File: src/rtl/accel_regs_pkg.sv
package accel_regs_pkg;

  // Byte offsets of the control words
  localparam int OFS_CTRL = 'h00;
  localparam int OFS_GIE  = 'h04;
  localparam int OFS_IEN  = 'h08;
  localparam int OFS_ISTS = 'h0C;

  // Parameter words: first offset and stride between them
  localparam int OFS_PRM_BASE = 'h10;
  localparam int PRM_STRIDE   = 'h08;
  localparam int NUM_PRM      = 7;

  // Bit positions within the control word
  localparam int B_START = 0;
  localparam int B_DONE  = 1;
  localparam int B_IDLE  = 2;
  localparam int B_READY = 3;
  localparam int B_AUTO  = 7;

  localparam logic [1:0] RESP_OKAY = 2'b00;

endpackage

File: src/rtl/accel_rst_sync.sv
module accel_rst_sync (
  input  logic clk,
  input  logic rst_n,
  output logic rst_n_sync
);
  logic [1:0] sync_q;

  always_ff @(posedge clk or negedge rst_n) begin
    if (!rst_n) sync_q <= 2'b00;
    else        sync_q <= {sync_q[0], 1'b1};
  end

  assign rst_n_sync = sync_q[1];
endmodule

File: src/rtl/accel_axil_wr.sv
module accel_axil_wr #(
  parameter int ADDR_W = 7,
  parameter int DATA_W = 32,
  localparam int WORD_W = ADDR_W - 2
) (
  input  logic              clk,
  input  logic              rst_n,
  input  logic              awvalid,
  output logic              awready,
  input  logic [ADDR_W-1:0] awaddr,
  input  logic              wvalid,
  output logic              wready,
  input  logic [DATA_W-1:0] wdata,
  output logic              bvalid,
  input  logic              bready,
  output logic              wr_en,
  output logic [WORD_W-1:0] wr_word,
  output logic [DATA_W-1:0] wr_data
);
  logic              aw_held_q, aw_held_d;
  logic              w_held_q,  w_held_d;
  logic              bvalid_q,  bvalid_d;
  logic [WORD_W-1:0] word_q;
  logic [DATA_W-1:0] data_q;
  logic              aw_hs, w_hs, have_aw, have_w;
  logic              unused_aw_lsb;

  assign unused_aw_lsb = ^awaddr[1:0];

  assign awready = !aw_held_q && !bvalid_q;
  assign wready  = !w_held_q  && !bvalid_q;
  assign aw_hs   = awvalid && awready;
  assign w_hs    = wvalid  && wready;
  assign have_aw = aw_held_q || aw_hs;
  assign have_w  = w_held_q  || w_hs;
  assign wr_en   = have_aw && have_w;
  assign wr_word = aw_held_q ? word_q : awaddr[ADDR_W-1:2];
  assign wr_data = w_held_q  ? data_q : wdata;
  assign bvalid  = bvalid_q;

  always_comb begin
    aw_held_d = aw_held_q;
    w_held_d  = w_held_q;
    bvalid_d  = bvalid_q;
    if (wr_en) begin
      aw_held_d = 1'b0;
      w_held_d  = 1'b0;
      bvalid_d  = 1'b1;
    end else begin
      if (aw_hs) aw_held_d = 1'b1;
      if (w_hs)  w_held_d  = 1'b1;
      if (bvalid_q && bready) bvalid_d = 1'b0;
    end
  end

  always_ff @(posedge clk or negedge rst_n) begin
    if (!rst_n) begin
      aw_held_q <= 1'b0;
      w_held_q  <= 1'b0;
      bvalid_q  <= 1'b0;
    end else begin
      aw_held_q <= aw_held_d;
      w_held_q  <= w_held_d;
      bvalid_q  <= bvalid_d;
    end
  end

  // Payload capture, clock-enabled by the channel handshakes
  always_ff @(posedge clk or negedge rst_n) begin
    if (!rst_n) begin
      word_q <= '0;
      data_q <= '0;
    end else begin
      if (aw_hs) word_q <= awaddr[ADDR_W-1:2];
      if (w_hs)  data_q <= wdata;
    end
  end
endmodule

File: src/rtl/accel_axil_rd.sv
module accel_axil_rd #(
  parameter int ADDR_W = 7,
  parameter int DATA_W = 32,
  localparam int WORD_W = ADDR_W - 2
) (
  input  logic              clk,
  input  logic              rst_n,
  input  logic              arvalid,
  output logic              arready,
  input  logic [ADDR_W-1:0] araddr,
  output logic              rvalid,
  input  logic              rready,
  output logic [DATA_W-1:0] rdata,
  output logic              rd_en,
  output logic [WORD_W-1:0] rd_word,
  input  logic [DATA_W-1:0] rd_value
);
  logic              rvalid_q, rvalid_d;
  logic [DATA_W-1:0] rdata_q;
  logic              unused_ar_lsb;

  assign unused_ar_lsb = ^araddr[1:0];

  assign arready = !rvalid_q;
  assign rd_en   = arvalid && arready;
  assign rd_word = araddr[ADDR_W-1:2];
  assign rvalid  = rvalid_q;
  assign rdata   = rdata_q;

  always_comb begin
    rvalid_d = rvalid_q;
    if (rd_en)                rvalid_d = 1'b1;
    else if (rvalid_q && rready) rvalid_d = 1'b0;
  end

  always_ff @(posedge clk or negedge rst_n) begin
    if (!rst_n) rvalid_q <= 1'b0;
    else        rvalid_q <= rvalid_d;
  end

  always_ff @(posedge clk or negedge rst_n) begin
    if (!rst_n)     rdata_q <= '0;
    else if (rd_en) rdata_q <= rd_value;
  end
endmodule

File: src/rtl/accel_ctrl_unit.sv
module accel_ctrl_unit
  import accel_regs_pkg::*;
#(
  parameter int WORD_W = 5,
  parameter int DATA_W = 32
) (
  input  logic              clk,
  input  logic              rst_n,
  input  logic              wr_en,
  input  logic [WORD_W-1:0] wr_word,
  input  logic [DATA_W-1:0] wr_data,
  input  logic              rd_en,
  input  logic [WORD_W-1:0] rd_word,
  input  logic              core_done,
  input  logic              core_idle,
  input  logic              core_ready,
  output logic              core_start,
  output logic              irq,
  output logic [DATA_W-1:0] ctrl_rdata
);
  localparam logic [WORD_W-1:0] W_CTRL = WORD_W'(OFS_CTRL >> 2);
  localparam logic [WORD_W-1:0] W_GIE  = WORD_W'(OFS_GIE  >> 2);
  localparam logic [WORD_W-1:0] W_IEN  = WORD_W'(OFS_IEN  >> 2);
  localparam logic [WORD_W-1:0] W_ISTS = WORD_W'(OFS_ISTS >> 2);

  logic       start_q, start_d;
  logic       done_q,  done_d;
  logic       auto_q,  auto_d;
  logic       gie_q,   gie_d;
  logic [1:0] ien_q,   ien_d;
  logic [1:0] ists_q,  ists_d;
  logic       wr_ctrl, wr_gie, wr_ien, wr_ists, rd_ctrl;
  logic       unused_wr_bits;

  assign unused_wr_bits = ^wr_data;

  assign wr_ctrl = wr_en && (wr_word == W_CTRL);
  assign wr_gie  = wr_en && (wr_word == W_GIE);
  assign wr_ien  = wr_en && (wr_word == W_IEN);
  assign wr_ists = wr_en && (wr_word == W_ISTS);
  assign rd_ctrl = rd_en && (rd_word == W_CTRL);

  always_comb begin
    start_d = start_q;
    if (core_ready)                    start_d = 1'b0;
    if (wr_ctrl && wr_data[B_START])   start_d = 1'b1;
    if (auto_q && core_done)           start_d = 1'b1;

    auto_d = wr_ctrl ? wr_data[B_AUTO] : auto_q;

    done_d = done_q;
    if (rd_ctrl)   done_d = 1'b0;
    if (core_done) done_d = 1'b1;

    gie_d = wr_gie ? wr_data[0]   : gie_q;
    ien_d = wr_ien ? wr_data[1:0] : ien_q;

    ists_d = wr_ists ? (ists_q ^ wr_data[1:0]) : ists_q;
    if (core_done  && ien_q[0]) ists_d[0] = 1'b1;
    if (core_ready && ien_q[1]) ists_d[1] = 1'b1;
  end

  always_ff @(posedge clk or negedge rst_n) begin
    if (!rst_n) begin
      start_q <= 1'b0;
      done_q  <= 1'b0;
      auto_q  <= 1'b0;
      gie_q   <= 1'b0;
      ien_q   <= 2'b00;
      ists_q  <= 2'b00;
    end else begin
      start_q <= start_d;
      done_q  <= done_d;
      auto_q  <= auto_d;
      gie_q   <= gie_d;
      ien_q   <= ien_d;
      ists_q  <= ists_d;
    end
  end

  assign core_start = start_q;
  assign irq        = gie_q && (|ists_q);

  always_comb begin
    ctrl_rdata = '0;
    unique case (rd_word)
      W_CTRL: begin
        ctrl_rdata[B_START] = start_q;
        ctrl_rdata[B_DONE]  = done_q;
        ctrl_rdata[B_IDLE]  = core_idle;
        ctrl_rdata[B_READY] = core_ready;
        ctrl_rdata[B_AUTO]  = auto_q;
      end
      W_GIE:   ctrl_rdata[0]   = gie_q;
      W_IEN:   ctrl_rdata[1:0] = ien_q;
      W_ISTS:  ctrl_rdata[1:0] = ists_q;
      default: ctrl_rdata = '0;
    endcase
  end
endmodule

File: src/rtl/accel_param_bank.sv
module accel_param_bank
  import accel_regs_pkg::*;
#(
  parameter int WORD_W = 5,
  parameter int DATA_W = 32
) (
  input  logic                      clk,
  input  logic                      rst_n,
  input  logic                      wr_en,
  input  logic [WORD_W-1:0]         wr_word,
  input  logic [DATA_W-1:0]         wr_data,
  input  logic [WORD_W-1:0]         rd_word,
  output logic [NUM_PRM*DATA_W-1:0] prm_flat,
  output logic [DATA_W-1:0]         prm_rdata
);
  logic [DATA_W-1:0] prm_q [NUM_PRM];

  for (genvar k = 0; k < NUM_PRM; k++) begin : g_prm
    localparam logic [WORD_W-1:0] W_K = WORD_W'((OFS_PRM_BASE + k*PRM_STRIDE) >> 2);
    logic hit;
    assign hit = wr_en && (wr_word == W_K);

    always_ff @(posedge clk or negedge rst_n) begin
      if (!rst_n)   prm_q[k] <= '0;
      else if (hit) prm_q[k] <= wr_data;
    end

    assign prm_flat[k*DATA_W +: DATA_W] = prm_q[k];
  end

  always_comb begin
    prm_rdata = '0;
    for (int k = 0; k < NUM_PRM; k++) begin
      if (rd_word == WORD_W'((OFS_PRM_BASE + k*PRM_STRIDE) >> 2)) prm_rdata = prm_q[k];
    end
  end
endmodule

File: src/rtl/accel_ctrl_regs.sv
module accel_ctrl_regs
  import accel_regs_pkg::*;
#(
  parameter int ADDR_W = 7,
  parameter int DATA_W = 32
) (
  input  logic              clk,
  input  logic              rst_n,
  input  logic              s_awvalid,
  output logic              s_awready,
  input  logic [ADDR_W-1:0] s_awaddr,
  input  logic              s_wvalid,
  output logic              s_wready,
  input  logic [DATA_W-1:0] s_wdata,
  output logic              s_bvalid,
  input  logic              s_bready,
  output logic [1:0]        s_bresp,
  input  logic              s_arvalid,
  output logic              s_arready,
  input  logic [ADDR_W-1:0] s_araddr,
  output logic              s_rvalid,
  input  logic              s_rready,
  output logic [DATA_W-1:0] s_rdata,
  output logic [1:0]        s_rresp,
  output logic              core_start,
  input  logic              core_done,
  input  logic              core_idle,
  input  logic              core_ready,
  output logic              irq,
  output logic [DATA_W-1:0] cfg_width,
  output logic [DATA_W-1:0] cfg_height,
  output logic [DATA_W-1:0] cfg_lvl_red,
  output logic [DATA_W-1:0] cfg_lvl_blue,
  output logic [DATA_W-1:0] cfg_lvl_gred,
  output logic [DATA_W-1:0] cfg_lvl_gblue,
  output logic [DATA_W-1:0] cfg_pattern
);
  localparam int WORD_W = ADDR_W - 2;

  logic                      rst_n_s;
  logic                      wr_en, rd_en;
  logic [WORD_W-1:0]         wr_word, rd_word;
  logic [DATA_W-1:0]         wr_data, ctrl_rdata, prm_rdata, rd_value;
  logic [NUM_PRM*DATA_W-1:0] prm_flat;

  accel_rst_sync u_rst (.clk(clk), .rst_n(rst_n), .rst_n_sync(rst_n_s));

  accel_axil_wr #(.ADDR_W(ADDR_W), .DATA_W(DATA_W)) u_wr (
    .clk(clk), .rst_n(rst_n_s),
    .awvalid(s_awvalid), .awready(s_awready), .awaddr(s_awaddr),
    .wvalid(s_wvalid), .wready(s_wready), .wdata(s_wdata),
    .bvalid(s_bvalid), .bready(s_bready),
    .wr_en(wr_en), .wr_word(wr_word), .wr_data(wr_data)
  );

  accel_axil_rd #(.ADDR_W(ADDR_W), .DATA_W(DATA_W)) u_rd (
    .clk(clk), .rst_n(rst_n_s),
    .arvalid(s_arvalid), .arready(s_arready), .araddr(s_araddr),
    .rvalid(s_rvalid), .rready(s_rready), .rdata(s_rdata),
    .rd_en(rd_en), .rd_word(rd_word), .rd_value(rd_value)
  );

  accel_ctrl_unit #(.WORD_W(WORD_W), .DATA_W(DATA_W)) u_ctrl (
    .clk(clk), .rst_n(rst_n_s),
    .wr_en(wr_en), .wr_word(wr_word), .wr_data(wr_data),
    .rd_en(rd_en), .rd_word(rd_word),
    .core_done(core_done), .core_idle(core_idle), .core_ready(core_ready),
    .core_start(core_start), .irq(irq), .ctrl_rdata(ctrl_rdata)
  );

  accel_param_bank #(.WORD_W(WORD_W), .DATA_W(DATA_W)) u_prm (
    .clk(clk), .rst_n(rst_n_s),
    .wr_en(wr_en), .wr_word(wr_word), .wr_data(wr_data),
    .rd_word(rd_word), .prm_flat(prm_flat), .prm_rdata(prm_rdata)
  );

  // Each source returns zero outside its own words
  assign rd_value = ctrl_rdata | prm_rdata;
  assign s_bresp  = RESP_OKAY;
  assign s_rresp  = RESP_OKAY;

  assign cfg_width     = prm_flat[0*DATA_W +: DATA_W];
  assign cfg_height    = prm_flat[1*DATA_W +: DATA_W];
  assign cfg_lvl_red   = prm_flat[2*DATA_W +: DATA_W];
  assign cfg_lvl_blue  = prm_flat[3*DATA_W +: DATA_W];
  assign cfg_lvl_gred  = prm_flat[4*DATA_W +: DATA_W];
  assign cfg_lvl_gblue = prm_flat[5*DATA_W +: DATA_W];
  assign cfg_pattern   = prm_flat[6*DATA_W +: DATA_W];
endmodule

File: config.mk
export PLATFORM = sky130hd
export DESIGN_NAME = accel_ctrl_regs
export DESIGN_NICKNAME = d
export VERILOG_FILES = /design/src/rtl/accel_regs_pkg.sv /design/src/rtl/accel_rst_sync.sv /design/src/rtl/accel_axil_wr.sv /design/src/rtl/accel_axil_rd.sv /design/src/rtl/accel_ctrl_unit.sv /design/src/rtl/accel_param_bank.sv /design/src/rtl/accel_ctrl_regs.sv
export SDC_FILE = /design/constraint.sdc
export NUM_CORES = 1
export LEC_CHECK = 0
export BUFFER_PORTS_ARGS = -buffer_cell sky130_fd_sc_hd__buf_2
export CAP_MARGIN = 10
export CELL_PAD_IN_SITES_DETAIL_PLACEMENT = 0
export CELL_PAD_IN_SITES_GLOBAL_PLACEMENT = 1
export CORE_MARGIN = 2
export CORE_UTILIZATION = 43
export CTS_CLUSTER_DIAMETER = 120
export DETAILED_ROUTE_END_ITERATION = 7
export MAX_ROUTING_LAYER = met4
export PLACE_DENSITY_LB_ADDON = 0.05
export SLEW_MARGIN = 40
export SYNTH_ARGS = -nofsm -noshare
export SYNTH_HDL_FRONTEND = slang
export SYNTH_SLANG_ARGS = --single-unit
export TNS_END_PERCENT = 100
File: constraint.sdc
create_clock -name clk -period 11.9 [get_ports clk]
set_input_delay 1.785 -clock clk [delete_from_list [all_inputs] [get_ports clk]]
set_output_delay 1.785 -clock clk [all_outputs]
set_load 0.005 [all_outputs]
==> results.toml <==
[setup_path]
worst_setup_path_end_kind = "flip-flop"
setup.worst_path.start_class = "input port"
cp_data_required_time_ps = 12280
crit_type = "input port to flip-flop"
cp.arrival_ps = 4490
cpMaxStageDelayCell = "a222oi_1"
r2r_setup_slack_ps = 8540
crit_fanout = 19
slowest_delay_ps = 690
r2r-start = "u_wr.w_held_q$_DFFE_PN0P_"
path_cells = "buf_2 > or3b_2 > a222oi_1 > nand3_2 > buf_4 > mux2_2"
reg2reg_depth = 6
reg2reg_to = "u_prm.prm_flat[160]$_DFFE_PN0P_"

[placed_design]
post_dp_cell_area_mm2 = 0.0162
place.gp.congestion = 0.810
portBuffers = 314
dp_cells = 1759
place_ws_ps = 7270
dp.final_hpwl_um = 29000

[drt]
first_pass_iters = 7
wl_per_cell_um = 25.1
via_per_inst = 5.69
vias = 10363
routed_wl_um = 45600
dr.first_iter.drc_count = 628
ant_nets = 0
remaining_drc_errors = 0

[power]
power.leakage_nw = 8.53
finalPower_mw = 4.16
peakVddDrop_mv = 0.150
powerDensity_mw_per_mm2 = 241

[clocking]
clkSlewWorstSetupHoldPaths_ps = 60
root_buffer = "clkbuf_16"
hold_buffers = 0
clkLatencyLatePin_ps = 510
clockBufferDepth = 3
cts_buffers = 35
clock_sinks = 307
cts_resized = 0
cts_tree = "built"
cts_max_level = 2
post-cts-setup-buffer-count = 0

[synthesis]
ys_ff_latch = 307
synth_edf_count = 0
ys.flop_type = "dfrtp_1"
syn_inst = 1055
synthArstFlopShare = 1.00
ys_warn_count = 0
synth-seq-area-share = 0.550
synth.avg_cell_area_um2 = 13.2
yosysUniqueCellTypes = 54
syn_area_mm2 = 0.0140

[global_routing]
grt_pass1_wl_um = 67800
grt.overflow.total = 0
antenna_found_initial = 2
track_usage = 0.278
grt_pass1_vias = 10515
grt_start_max_net_pins = 71

[sta]
hold_viol = 0
fmax_ghz = 0.243
worstMarginPinSlew_ps = 856
period_share = 0.346
setup_violations = 0
fin_worst_skew_ps = 24.6
slew_headroom = 0.430
rsz0062_at_grt = "false"
fin_tns_setup_ps = 0
final_max_slew_viol_count = 0
finalWorstSetupSlack_ps = 7790
period_needed_ps = 4110

[floorplan]
rows = 66
die-area_mm2 = 0.0340
die_y_um = 184
die_w_um = 184
start_util = 0.433
core_area_mm2 = 0.0323
io_pins = 323

[final_layout]
final_area_mm2 = 0.0173
drive_above_1_share = 0.502
final_cell_mix = "315 x buf_2, 305 x dfrtp_1, 273 x mux2_2"
layout_commonest_cell = "buf_2"
fin_cells = 1820
nets = 1410
syn_to_final_growth_pct = 23.6

[worst_hold_path]
hp-class = "flip-flop to asynchronous set/reset pin"

[outcome]
status = "completed"

[flow_run]
maxCapViolCount = 0
==> through the flow <==
stage / hold slack, ps / util
CTS: 326 / 0.535
detailed placement: 319 / 0.502
floorplan: 331 / -
finish: 299 / 0.535
global placement: 337 / 0.496
global route: 349 / 0.535
==> flip-flops by register name, indices dropped and copies added (netlist names), 2 cells and up <==
signal and count:
u_rst.sync_q 2, u_ctrl.ists_q 2, u_rd.rdata 32, u_ctrl.ien_q 2, u_wr.word_q 5, u_prm.prm_flat 224, u_wr.data_q 32
==> power by group <==
group	switching, mW	internal [mW]	leakage (nW)
clock	0.415	0.595	0.517
sequential	0.327	1.47	3.93
combinational	0.636	0.711	4.08
total	1.38	2.78	8.53
==> cell families after synthesis <==
| family | after synthesis | share of synthesized area |
|---|---|---|
| other | 2 | 0.000537 |
| AO/OA/AOI/OAI | 247 | 0.135 |
| AND/OR/NAND/NOR | 92 | 0.0354 |
| multiplexers | 313 | 0.252 |
| flip-flops | 307 | 0.550 |
| buffers and inverters | 94 | 0.0267 |
==> critical path, delay by kind of cell <==
family                 cells  cell delay (ps)
AO/OA/AOI/OAI              1              690
multiplexers               1              310
AND/OR/NAND/NOR            2             1080
buffers and inverters      2              580
==> cell usage after synthesis (all sizes together) (5+ instances only) <==
master | n | area [um^2]
a221oi | 11 | 96.3
o21ai | 35 | 175
nor2 | 13 | 48.8
a222oi | 22 | 220
a21oi | 9 | 45.0
mux2 | 303 | 3410
a22o | 49 | 429
clkbuf | 69 | 259
a21boi | 6 | 45.0
a21o | 45 | 338
o31ai | 5 | 37.5
buf | 16 | 80.1
nand2b | 8 | 50.1
nor2b | 8 | 50.1
inv | 9 | 33.8
a22oi | 27 | 203
and3 | 5 | 31.3
mux2i | 9 | 90.1
nand3 | 6 | 30.0
o221ai | 5 | 43.8
a211oi | 9 | 67.6
nand2 | 29 | 109
dfrtp | 307 | 7680
==> area by class of cell <==
type	instances	area [um^2]
inverter	9	33.8
antenna	2	5.00
sequential	307	7690
timing repair buffer	344	1920
tap	442	553
multi-input combinational	657	6020
clock buffer	53	993
clock inverter	6	58.8
fill	2924	15000
==> worst max-delay path by stage <==
stage	startpoint	to	slack, ps	cells past startpoint
2_1_floorplan	u_rst.sync_q[1]$_DFF_PN0_	u_ctrl.auto_q$_DFFE_PN0N_	2710	0
3_3_place_gp	s_awaddr[4]	u_prm.prm_flat[218]$_DFFE_PN0P_	7080	6
3_5_place_dp	s_awaddr[6]	u_prm.prm_flat[163]$_DFFE_PN0P_	7270	6
4_1_cts	s_awaddr[6]	u_prm.prm_flat[171]$_DFFE_PN0P_	7800	6
5_1_grt	s_awaddr[6]	u_prm.prm_flat[160]$_DFFE_PN0P_	7660	6
6_report	s_awaddr[6]	u_prm.prm_flat[160]$_DFFE_PN0P_	7790	6
==> metal layers <==
metal	part of all wire	track usage	routed length [um]	up-vias
met5	0	-	0	-
met4	0.027	0.0784	1230	0
met3	0.077	0.0672	3530	65
met2	0.48	0.441	21800	373
met1	0.42	0.356	19100	5343
li1	-	-	-	4582
Power figures use the tool's default switching activity.
